**src/rtl/hazard_pkg.sv**
```systemverilog
`timescale 1ns/1ps
package hazard_pkg;
  parameter int REG_IDX_W = 5;
  parameter int PC_W = 32;

  typedef logic [REG_IDX_W-1:0] regIdx_t;

  // Full instruction view held in the fetch/decode latch.
  typedef struct packed {
    logic    valid;
    logic    wen;
    regIdx_t rd;
    regIdx_t rs1;
    regIdx_t rs2;
  } instr_t;

  // Reduced view carried from execute onward.
  typedef struct packed {
    logic    valid;
    logic    wen;
    regIdx_t rd;
  } stageTag_t;

  // Strobes from control to datapath.
  typedef struct packed {
    logic pcWrite;
    logic ifidWrite;
    logic idexBubble;
  } stallCtrl_t;

  localparam stageTag_t BUBBLE_TAG = '{valid: 1'b0, wen: 1'b0, rd: '0};
endpackage

```
**src/rtl/hazard_control.sv**
```systemverilog
`timescale 1ns/1ps
module hazard_control
  import hazard_pkg::*;
(
  input  instr_t     idInstr,
  input  stageTag_t  exTag,
  output stallCtrl_t ctrl
);
  logic exWrites;
  logic srcMatch;
  logic hazard;

  always_comb begin
    exWrites = exTag.valid && exTag.wen && (exTag.rd != '0);
    srcMatch = (idInstr.rs1 == exTag.rd) || (idInstr.rs2 == exTag.rd);
    hazard   = idInstr.valid && exWrites && srcMatch;
    ctrl.pcWrite    = !hazard;
    ctrl.ifidWrite  = !hazard;
    ctrl.idexBubble = hazard;
  end
endmodule

```
**src/rtl/hazard_datapath.sv**
```systemverilog
`timescale 1ns/1ps
module hazard_datapath
  import hazard_pkg::*;
#(
  parameter int PC_STEP = 4
) (
  input  logic            clk,
  input  logic            rst,
  input  instr_t          fetchInstr,
  input  stallCtrl_t      ctrl,
  output logic [PC_W-1:0] pc,
  output instr_t          idInstr,
  output stageTag_t       exTag,
  output stageTag_t       memTag,
  output stageTag_t       wbTag
);
  localparam logic [PC_W-1:0] STEP = PC_W'(PC_STEP);

  instr_t    fetchClean;
  stageTag_t idTag;

  always_comb begin
    fetchClean     = fetchInstr;
    fetchClean.wen = fetchInstr.valid && fetchInstr.wen;
    idTag.valid    = idInstr.valid;
    idTag.wen      = idInstr.wen;
    idTag.rd       = idInstr.rd;
  end

  always_ff @(posedge clk) begin
    if (rst) begin
      pc      <= '0;
      idInstr <= '0;
      exTag   <= BUBBLE_TAG;
      memTag  <= BUBBLE_TAG;
      wbTag   <= BUBBLE_TAG;
    end else begin
      if (ctrl.pcWrite)   pc      <= pc + STEP;
      if (ctrl.ifidWrite) idInstr <= fetchClean;
      exTag  <= ctrl.idexBubble ? BUBBLE_TAG : idTag;
      memTag <= exTag;
      wbTag  <= memTag;
    end
  end

  a_r2_pc_step: assert property (@(posedge clk) disable iff (rst)
    ctrl.pcWrite |=> pc == $past(pc) + STEP);
  a_r5_pc_hold: assert property (@(posedge clk) disable iff (rst)
    !ctrl.pcWrite |=> pc == $past(pc));
  a_r5_ifid_hold: assert property (@(posedge clk) disable iff (rst)
    !ctrl.ifidWrite |=> idInstr == $past(idInstr));
  a_r6_bubble_enters: assert property (@(posedge clk) disable iff (rst)
    ctrl.idexBubble |=> (!exTag.valid && !exTag.wen));
  a_r7_writer_moves: assert property (@(posedge clk) disable iff (rst)
    ctrl.idexBubble |=> memTag == $past(exTag));
  a_r8_single_stall: assert property (@(posedge clk) disable iff (rst)
    ctrl.idexBubble |=> !ctrl.idexBubble);
  a_r4_no_write_no_stall: assert property (@(posedge clk) disable iff (rst)
    (!exTag.wen || exTag.rd == '0) |-> !ctrl.idexBubble);
  a_r10_invalid_mem_quiet: assert property (@(posedge clk) disable iff (rst)
    !memTag.valid |-> !memTag.wen);
  a_r10_invalid_wb_quiet: assert property (@(posedge clk) disable iff (rst)
    !wbTag.valid |-> !wbTag.wen);
endmodule

```
**src/rtl/hazard_stall_top.sv**
```systemverilog
`timescale 1ns/1ps
module hazard_stall_top
  import hazard_pkg::*;
#(
  parameter int PC_STEP = 4
) (
  input  logic                 clk,
  input  logic                 rst,
  input  logic                 fetchValid,
  input  logic                 fetchWen,
  input  logic [REG_IDX_W-1:0] fetchRd,
  input  logic [REG_IDX_W-1:0] fetchRs1,
  input  logic [REG_IDX_W-1:0] fetchRs2,
  output logic [PC_W-1:0]      pcOut,
  output logic                 pcWriteEn,
  output logic                 ifidWriteEn,
  output logic                 idexBubble,
  output logic                 idValid,
  output logic [REG_IDX_W-1:0] idRd,
  output logic                 exValid,
  output logic                 exWen,
  output logic [REG_IDX_W-1:0] exRd,
  output logic                 memValid,
  output logic                 memWen,
  output logic [REG_IDX_W-1:0] memRd,
  output logic                 wbValid,
  output logic                 wbWen,
  output logic [REG_IDX_W-1:0] wbRd
);
  instr_t     fetchInstr;
  instr_t     idInstr;
  stageTag_t  exTag, memTag, wbTag;
  stallCtrl_t ctrl;

  always_comb begin
    fetchInstr.valid = fetchValid;
    fetchInstr.wen   = fetchWen;
    fetchInstr.rd    = fetchRd;
    fetchInstr.rs1   = fetchRs1;
    fetchInstr.rs2   = fetchRs2;
  end

  hazard_control u_ctrl (
    .idInstr (idInstr),
    .exTag   (exTag),
    .ctrl    (ctrl)
  );

  hazard_datapath #(.PC_STEP(PC_STEP)) u_dp (
    .clk        (clk),
    .rst        (rst),
    .fetchInstr (fetchInstr),
    .ctrl       (ctrl),
    .pc         (pcOut),
    .idInstr    (idInstr),
    .exTag      (exTag),
    .memTag     (memTag),
    .wbTag      (wbTag)
  );

  assign pcWriteEn   = ctrl.pcWrite;
  assign ifidWriteEn = ctrl.ifidWrite;
  assign idexBubble  = ctrl.idexBubble;
  assign idValid     = idInstr.valid;
  assign idRd        = idInstr.rd;
  assign exValid     = exTag.valid;
  assign exWen       = exTag.wen;
  assign exRd        = exTag.rd;
  assign memValid    = memTag.valid;
  assign memWen      = memTag.wen;
  assign memRd       = memTag.rd;
  assign wbValid     = wbTag.valid;
  assign wbWen       = wbTag.wen;
  assign wbRd        = wbTag.rd;
endmodule

```
**config.mk**
```make
export PLATFORM = sky130hd
export DESIGN_NAME = hazard_stall_top
export DESIGN_NICKNAME = d
export VERILOG_FILES = /design/src/rtl/hazard_pkg.sv /design/src/rtl/hazard_control.sv /design/src/rtl/hazard_datapath.sv /design/src/rtl/hazard_stall_top.sv
export SDC_FILE = /design/constraint.sdc
export NUM_CORES = 1
export LEC_CHECK = 0
export BUFFER_PORTS_ARGS = -buffer_cell sky130_fd_sc_hd__buf_2
export CAP_MARGIN = 20
export CELL_PAD_IN_SITES_DETAIL_PLACEMENT = 0
export CELL_PAD_IN_SITES_GLOBAL_PLACEMENT = 1
export CORE_ASPECT_RATIO = 1.5
export CORE_UTILIZATION = 38
export DETAILED_ROUTE_END_ITERATION = 12
export PLACE_DENSITY = 0.73
export SYNTH_ARGS = -nofsm -noshare
export SYNTH_HDL_FRONTEND = slang
export SYNTH_SLANG_ARGS = --single-unit
```
**constraint.sdc**
```tcl
create_clock -name clk -period 2.7 [get_ports clk]
set_input_delay 0 -clock clk [delete_from_list [all_inputs] [get_ports clk]]
set_output_delay 0 -clock clk [all_outputs]
set_load 0.01 [all_outputs]
```
; ---- Word-level counts from Yosys, hierarchy flattened
; Cells that the tools add are included.
[word_totals]
reg_bits = 70
latch_bits = 0
mem_bits_rw = 0
romBits = 0
inputBits = 19
out_inout_bits = 62
wordCells = 27
n_memories = 0
[op_classes]
addsub = 1
mul = 0
n_div = 0
n_lt_le_gt_ge = 0
eq_ne = 2
n_shift = 0
n_mux = 0
bitwise_logic = 0
reduce_logical = 9
[ops]
columns = cell, n
row1 = adder 32 x 3 -> 32 bit (second input constant), 1
row2 = == test 5 bit, 2
row3 = logical AND 1 bit, 5
row4 = nonzero test 5 bit, 1
row5 = OR reduction 2 bit, 1
row6 = logical NOT 1 bit, 1
row7 = logical OR 1 bit, 1

; ---- Depth between registers and ports, before layout
; Gate-level depths: netlist of run 1.
[depth]
word_depth = 5
ltp_mapped = 7
ltp_nobuf = 6

; ---- Cells and area by module
; A second synthesis of run 1 with hierarchy kept.
[unflattened]
hier_cells = 291
hier_area_um2 = 2732.6
[modules_own_cells]
columns = mod, n_inst, cells_per_inst, area_per_inst_um2, seq_area_each_um2
row1 = hazard_datapath, 1, 269, 2568.7, 1361.3
row2 = hazard_control, 1, 22, 163.9, 0.0

; ---- Least setup slack after synthesis of run 1
; Ideal clock, no wire load.
[synth_path]
path_type = register -> register
start = register u_dp.exTag[0] (netlist name)
end = register u_dp.pc[28]
setup_ps = 123
arrival_ps = 1936
t_required_ps = 2577
slack_ps = 640
stages_incl_launch_ff = 6
n_path_buf = 1
period_less_slack_ps = 2060
path_cell_list = dfxtp_1 -> or4_1 -> o2111a_1 -> buf_6 -> a2111oi_4 -> mux2_1
[synth_via]
elab_chain_cells = 4
elab_cells_between_ends = 7
cone_classes = 2 x eq/ne / 5 x reduce/logical
[synth_lines]
columns = element, line_no
row1 = nonzero test 5 bit, hazard_control.sv:14  ; exWrites = exTag.valid && exTag.wen && (exTag.rd != '0);
row2 = logical AND 1 bit, hazard_control.sv:14
row3 = logical AND 1 bit, hazard_control.sv:16  ; hazard = idInstr.valid && exWrites && srcMatch;
row4 = logical AND 1 bit (*), hazard_control.sv:16
row5 = to (signal assigned), hazard_datapath.sv:38  ; if (ctrl.pcWrite) pc <= pc + STEP;
row6 = to (decl), hazard_datapath.sv:11  ; output logic [PC_W-1:0] pc,
; Every way passes the cells marked *; elsewhere a longest branch is shown, timed or not.
; A chain may end at the register's enable or synchronous reset.

; ---- Final worst setup path of run 1
[layout_path]
start = register u_dp.exTag[0] (netlist name)
end = output port idexBubble
[layout_via]
elab_chain_cells = 4
elab_cells_between_ends = 7
cone_classes = 2 x eq/ne / 5 x reduce/logical
[layout_lines]
columns = element, line_no
row1 = nonzero test 5 bit, hazard_control.sv:14
row2 = logical AND 1 bit, hazard_control.sv:14
row3 = logical AND 1 bit, hazard_control.sv:16
row4 = logical AND 1 bit (*), hazard_control.sv:16
row5 = to (decl), hazard_stall_top.sv:17  ; output logic idexBubble,
; Marks and branches as above.

==> run_results.csv, run 1 <==
group,metric,value,unit
run_status,status,"finished, final reports clean",
critical_path,slowest_stage,"or4_1",
synth,yosysTopAreaCell,"dfxtp_1",
synth,synth_xor_area_share,2.752,%
synth,synth_area_leaders,"dfxtp_1 43%, mux2_2 8.8%, nor2b_1 8.1%",
cells_and_area,diodes,0,
critical_path,cp.required,2.70,ns
synth,synth_fa_ha_area_share,0.3931,%
run,max-cap-violations,0,
synth,yosys.area_share.simple,25.04,%
synth,synth.area.mux_share,9.670,%
synth,synth_compound_area_share,13.25,%
route,ant_nets,0,
synth,synthDistinctLibCells,37,
cells_and_area,final_area,4123,um2
global_routing,grt_pass1_wl,13150,um
floorplan,rows,40,
clock_tree,clockBufferDepth,2,
synth,synth_top_area_share,42.77,%
critical_path,worstPathCellList,"or4_1, o2111a_1, buf_4, nand2_1, inv_2, buf_2",
timing,period_needed,2.520,ns
route,routed_wl,8054,um
cells_and_area,multi_input_area,1634,um2
critical_path,cp.arrival,2.52,ns
synth,ys.warnings.count,0,
timing,fmax,396.9,MHz
cells_and_area,mostFrequentLayoutCells,"78 x buf_2, 68 x dfxtp_1, 41 x nor2b_1, 38 x a21oi_1, 29 x nand3_1",
clock_tree,cts_tree,"yes",
cells_and_area,drive_above_1_share,29.98,%
synth,synth-main-ff-cell,"dfxtp_1",
clock_tree,clkTransAtPathRegs,0.06,ns
floorplan,die_w,76.73,um
synth,ys_ff_latch,68,
timing,hold_violations,0,
synth,synth_top_family_by_area,"simple AND/OR/NAND/NOR gates",
floorplan,die_height,114.1,um
global_routing,antenna_found_initial,0,
floorplan,coreArea,8058,um2
floorplan,die_area,8754,um2
place,place.gp.congestion,0.7476,
global_routing,grtUsageTotal,19.32,%
route,vias,2820,
cells_and_area,fin_nets,462,
pwr,p_leak,1.783,nW
clock_tree,htreeDepth,3,
global_routing,grt_pass1_vias,2661,
critical_path,crit_type,"reg2out",
route,avgViaCountPerCell,5.109,
clock_tree,clock_sinks,68,
cells_and_area,layout_commonest_cell,"buf_2",
pwr,ir_worst_vdd,0.4219,mV
route,drc,0,
synth,synthArstFlopShare,0,%
cells_and_area,n_fill_cell,779,
route,routedWlPerCell,14.59,um
worst_hold_path,min_path_type,"in2reg",
timing,drv_slew,0,
cells_and_area,area_growth,29.52,%
critical_path,critical_path.max_stage_delay,0.56,ns
route,drt_iter0_drc,129,
synth,synth_enable_flop_cells,0,
timing,timing.final.crit_share,93.32,%
pwr,p_per_area,611.7,nW/um2
timing,slew_headroom,55.16,%
route,first_pass_iters,4,
critical_path,crit_buf_inv,3,
global_routing,grt_max_degree,66,
synth,synth_area,3183,um2
floorplan,start_util,39.50,%
timing,tns,0,ns
place,hpwl,5493,um
clock_tree,numCtsBuffers,9,
place,port_buffers,78,
critical_path,critical_path.endpoint_type,"output port",
global_routing,overflow,0,
timing,rsz0062_at_grt,"false",
place,placed_cell_area,3607,um2
timing,worst_pin_slew,0.6726,ns
critical_path,path_max_fanout,29,
floorplan,pin_count,81,
timing,setup_viol,0,
synth,netlist_instances,360,
synth,syn_area_per_cell,8.842,um2
cells_and_area,register_area,1361,um2
critical_path,critPathLaunchType,"flip-flop",
timing,clock_skew,0.005209,ns
clock_tree,clk_latency,0.33,ns
clock_tree,cts-root-buf,"clkbuf_16",
synth,synth-seq-area-share,42.77,%
critical_path,crit_family,"simple AND/OR/NAND/NOR gates",
[stage by stage]
stage	hold WS [ns]	cells	util [%]	worst slack [ns]	power (mW)
after global routing	0.2508	552	51.16	0.03984	2.606
after floorplan	0.1174	361	-	0.6404	1.206
after global placement	0.2701	518	44.77	0.3090	1.268
after CTS	0.4223	551	50.82	0.1548	2.539
after detailed placement	0.2715	518	44.77	0.2840	1.271
final	0.2260	552	51.16	0.1804	2.522
[where the power goes]
part	switching (mW)	internal [mW]	total (mW)
Combinational	0.129	0.0899	0.219
Clock	0.443	0.808	1.25
Sequential	0.0219	1.03	1.05
Total	0.594	1.93	2.52
[state kept, by name, summed over array words and instances, names as in the netlist]
| register | count |
|---|---|
| u_dp.pc | 30 |
| u_dp.idInstr | 17 |
| u_dp.exTag | 7 |
| u_dp.memTag | 7 |
| u_dp.wbTag | 7 |
[kinds of logic after synthesis]
| kind of cell | after synthesis |
|---|---|
| AOI/OAI and AO/OA | 70 |
| xor gates and xnor gates | 10 |
| adders and majority gates | 1 |
| buffers and inverters | 39 |
| DFF | 68 |
| muxes | 27 |
| other | 1 |
| and+or+nand+nor | 144 |
[final cells by class]
type,count,area share [%]
Multi-Input combinational cell,254,39.64
Tap cell,105,3.187
Inverter,2,0.1821
Sequential cell,68,33.02
Clock inverter,6,2.155
Timing Repair Buffer,107,16.27
Clock buffer,10,5.554
[per-layer routing]
layer	vias up	track usage, %	part of all wire [%]
met1	1315	22.27	42
met4	0	8.846	1.8
met2	68	34.46	52
li1	1424	-	-
met3	13	3.426	3.5
met5	-	0	0
[synthesized netlist by cell type, types with 2 or more instances]
cell type,count
and3_1,4
o211ai_1,2
nand2_1,9
xnor2_1,10
nor3b_1,9
clkbuf_1,18
o2111ai_1,2
a21oi_1,38
nor2_1,28
a211oi_1,3
buf_4,8
buf_1,4
and4_1,6
mux2_2,25
o21ai_0,18
buf_2,6
a211o_1,2
nor2b_1,41
nand3_1,29
nor3_1,2
dfxtp_1,68
nand4_1,13
[what timing repair did]
item                                   in CTS  in global routing
setup buffers                               0                  0
hold buffers                               17                  0
resized for setup                           0                  0
endpoints found under the hold margin      17                  0
setup endpoints to repair                   0                  0
[worst register-to-register path, delay by kind of cell (launching register included)]
kind | cells | cell delay (ns)
AOI/OAI and AO/OA | 2 | 0.69
buffers and inverters | 1 | 0.36
DFF | 1 | 0.35
muxes | 1 | 0.35
and+or+nand+nor | 1 | 0.56
[worst paths after layout]
path              slack, ns      startpoint       endpoint  depth (start not counted)
setup / recovery       0.18   u_dp.exTag[0]     idexBubble                          6
hold / removal         0.23             rst     u_dp.pc[3]                          2
setup reg to reg       0.28   u_dp.exTag[0]     u_dp.pc[7]                          5
hold reg to reg        0.46  u_dp.memTag[0]  u_dp.wbTag[0]                          1
(Power assumes the default switching activity.)
==> run 2, diff against run 1 <==
SKIP_LAST_GASP = 1   (was not set)
clock period = 2.99 ns   (was 2.7 ns; I/O delays follow)
==> run_results.csv, run 2 (same netlist as run 1, synthesis figures left out) <==
group,metric,value,unit
run_status,status,"finished with violations",
run_status,violations,"negative hold slack",
critical_path,reg2reg_from,"u_dp.exTag[0]",
timing,worst_pin_slew,0.9472,ns
timing,setup_viol,0,
pwr,p_leak,1.756,nW
cells_and_area,fin_nets,457,
place,hpwl,5307,um
clock_tree,postCtsSetupBuffers,0,
critical_path,critical_path.max_stage_delay,0.60,ns
cells_and_area,regMostFlops,"u_dp.pc",
global_routing,overflow,0,
global_routing,antenna_found_initial,0,
clock_tree,cts_resized,0,
clock_tree,clockBufferDepth,2,
timing,clock_skew,0.006676,ns
timing,drv_slew,0,
floorplan,die_w,76.73,um
floorplan,start_util,39.50,%
pwr,finalPower,2.219,mW
clock_tree,numCtsBuffers,9,
critical_path,cp.arrival,2.52,ns
timing,rsz0062_at_grt,"false",
cells_and_area,reg_top3,"u_dp.pc: 30 flops, u_dp.idInstr: 17 flops",
cells_and_area,drive_above_1_share,29.64,%
route,routed_wl,7860,um
critical_path,path_max_fanout,24,
route,first_pass_iters,4,
route,avgViaCountPerCell,5.165,
global_routing,grt_pass1_wl,13050,um
place,place.gp.congestion,0.7730,
floorplan,die_height,114.1,um
critical_path,critical_path.endpoint_type,"output port",
critical_path,crit_type,"reg2out",
critical_path,cp.required,2.99,ns
timing,timing.final.crit_share,84.37,%
critical_path,crit_path_start,"u_dp.exTag[0]",
floorplan,die_area,8754,um2
global_routing,grtUsageTotal,18.68,%
run,max-cap-violations,0,
clock_tree,cts-root-buf,"clkbuf_16",
timing,slew_headroom,36.85,%
cells_and_area,layout_commonest_cell,"buf_2",
critical_path,worstPathCellList,"or4_1, o2111a_1, buf_4, nand2_1, inv_2, buf_2",
pwr,ir_worst_vdd,0.3749,mV
timing,whs,-0.003265,ns
cells_and_area,area_growth,27.83,%
global_routing,grt_pass1_vias,2641,
worst_hold_path,min_path_type,"in2reg",
clock_tree,htreeDepth,3,
clock_tree,cts_hold_buf,16,
clock_tree,cts_tree,"yes",
critical_path,slowest_stage,"o2111a_1",
clock_tree,clk_latency,0.32,ns
timing,hold_violations,1,
clock_tree,clock_sinks,68,
timing,fmax,396.4,MHz
clock_tree,clkTransAtPathRegs,0.05,ns
route,drc,0,
global_routing,grt_max_degree,70,
floorplan,coreArea,8058,um2
pwr,p_per_area,545.5,nW/um2
timing,tns,0,ns
route,vias,2825,
place,port_buffers,78,
critical_path,critPathLaunchType,"flip-flop",
floorplan,rows,40,
floorplan,pin_count,81,
timing,period_needed,2.523,ns
cells_and_area,mostFrequentLayoutCells,"78 x buf_2, 68 x dfxtp_1, 41 x nor2b_1, 38 x a21oi_1, 29 x nand3_1",
cells_and_area,diodes,0,
route,drt_iter0_drc,130,
worst_hold_path,hold_path.startpoint,"fetchWen",
cells_and_area,largest_reg_flops,30,
route,routedWlPerCell,14.37,um
route,ant_nets,0,
==> run 2: cell types whose count changed in the layout (fill, tap and decap cells not counted), sizes merged <==
cell         change
bufinv           -1
inv              +1
clkinv           -1
dlygate4sd3      -1
buf              -4
clkbuf           +1
==> run 2: through the flow <==
stage	utilization, %	hold WS, ns	instance area (um2)	setup slack [ns]	std cells
6_report	50.50	-0.003265	4069	0.4674	547
5_1_grt	50.50	0.004025	4069	0.2733	547
4_1_cts	50.25	0.002954	4049	0.4473	546
3_5_place_dp	44.39	0.2634	3577	0.5398	514
3_3_place_gp	44.39	0.2408	3577	0.5994	514
2_1_floorplan	-	0.1174	3187	0.9304	361
==> run 2: worst max-delay path: cells and delay by family, from the launching register on <==
family | cells | cell delay [ns]
buffers and inverters | 3 | 0.56
AOI/OAI and AO/OA | 1 | 0.60
DFF | 1 | 0.35
and+or+nand+nor | 2 | 0.70
==> run 2: cell type report <==
type | count | area, um2
Fill cell | 777 | 3989
Timing Repair Buffer | 102 | 623.1
Clock buffer | 11 | 252.7
Tap cell | 105 | 131.4
Clock inverter | 5 | 58.81
Sequential cell | 68 | 1361
Inverter | 2 | 7.507
Multi-Input combinational cell | 254 | 1634
==> run 2: final timing paths <==
| path | end | slack, ns | cells past startpoint |
|---|---|---|---|
| worst max-delay path | idexBubble | 0.47 | 6 |
| worst min-delay path | u_dp.idInstr[15] | -0.003 | 3 |
| worst max register to register | u_dp.pc[28] | 0.54 | 4 |
| worst min register to register | u_dp.wbTag[6] | 0.46 | 1 |
==> run 2: power by group <==
part	total, mW	switching, mW	internal [mW]
Clock	1.08	0.387	0.692
Sequential	0.950	0.0206	0.930
Combinational	0.190	0.115	0.0754
Total	2.22	0.523	1.70
==> run 2: per-layer routing <==
metal	track usage [%]	vias to the layer above	routed length (um)
met5	0	-	0
met4	6.282	0	77
met3	4.622	6	344
met2	34.46	68	4124
met1	20.66	1336	3313
li1	-	1415	-
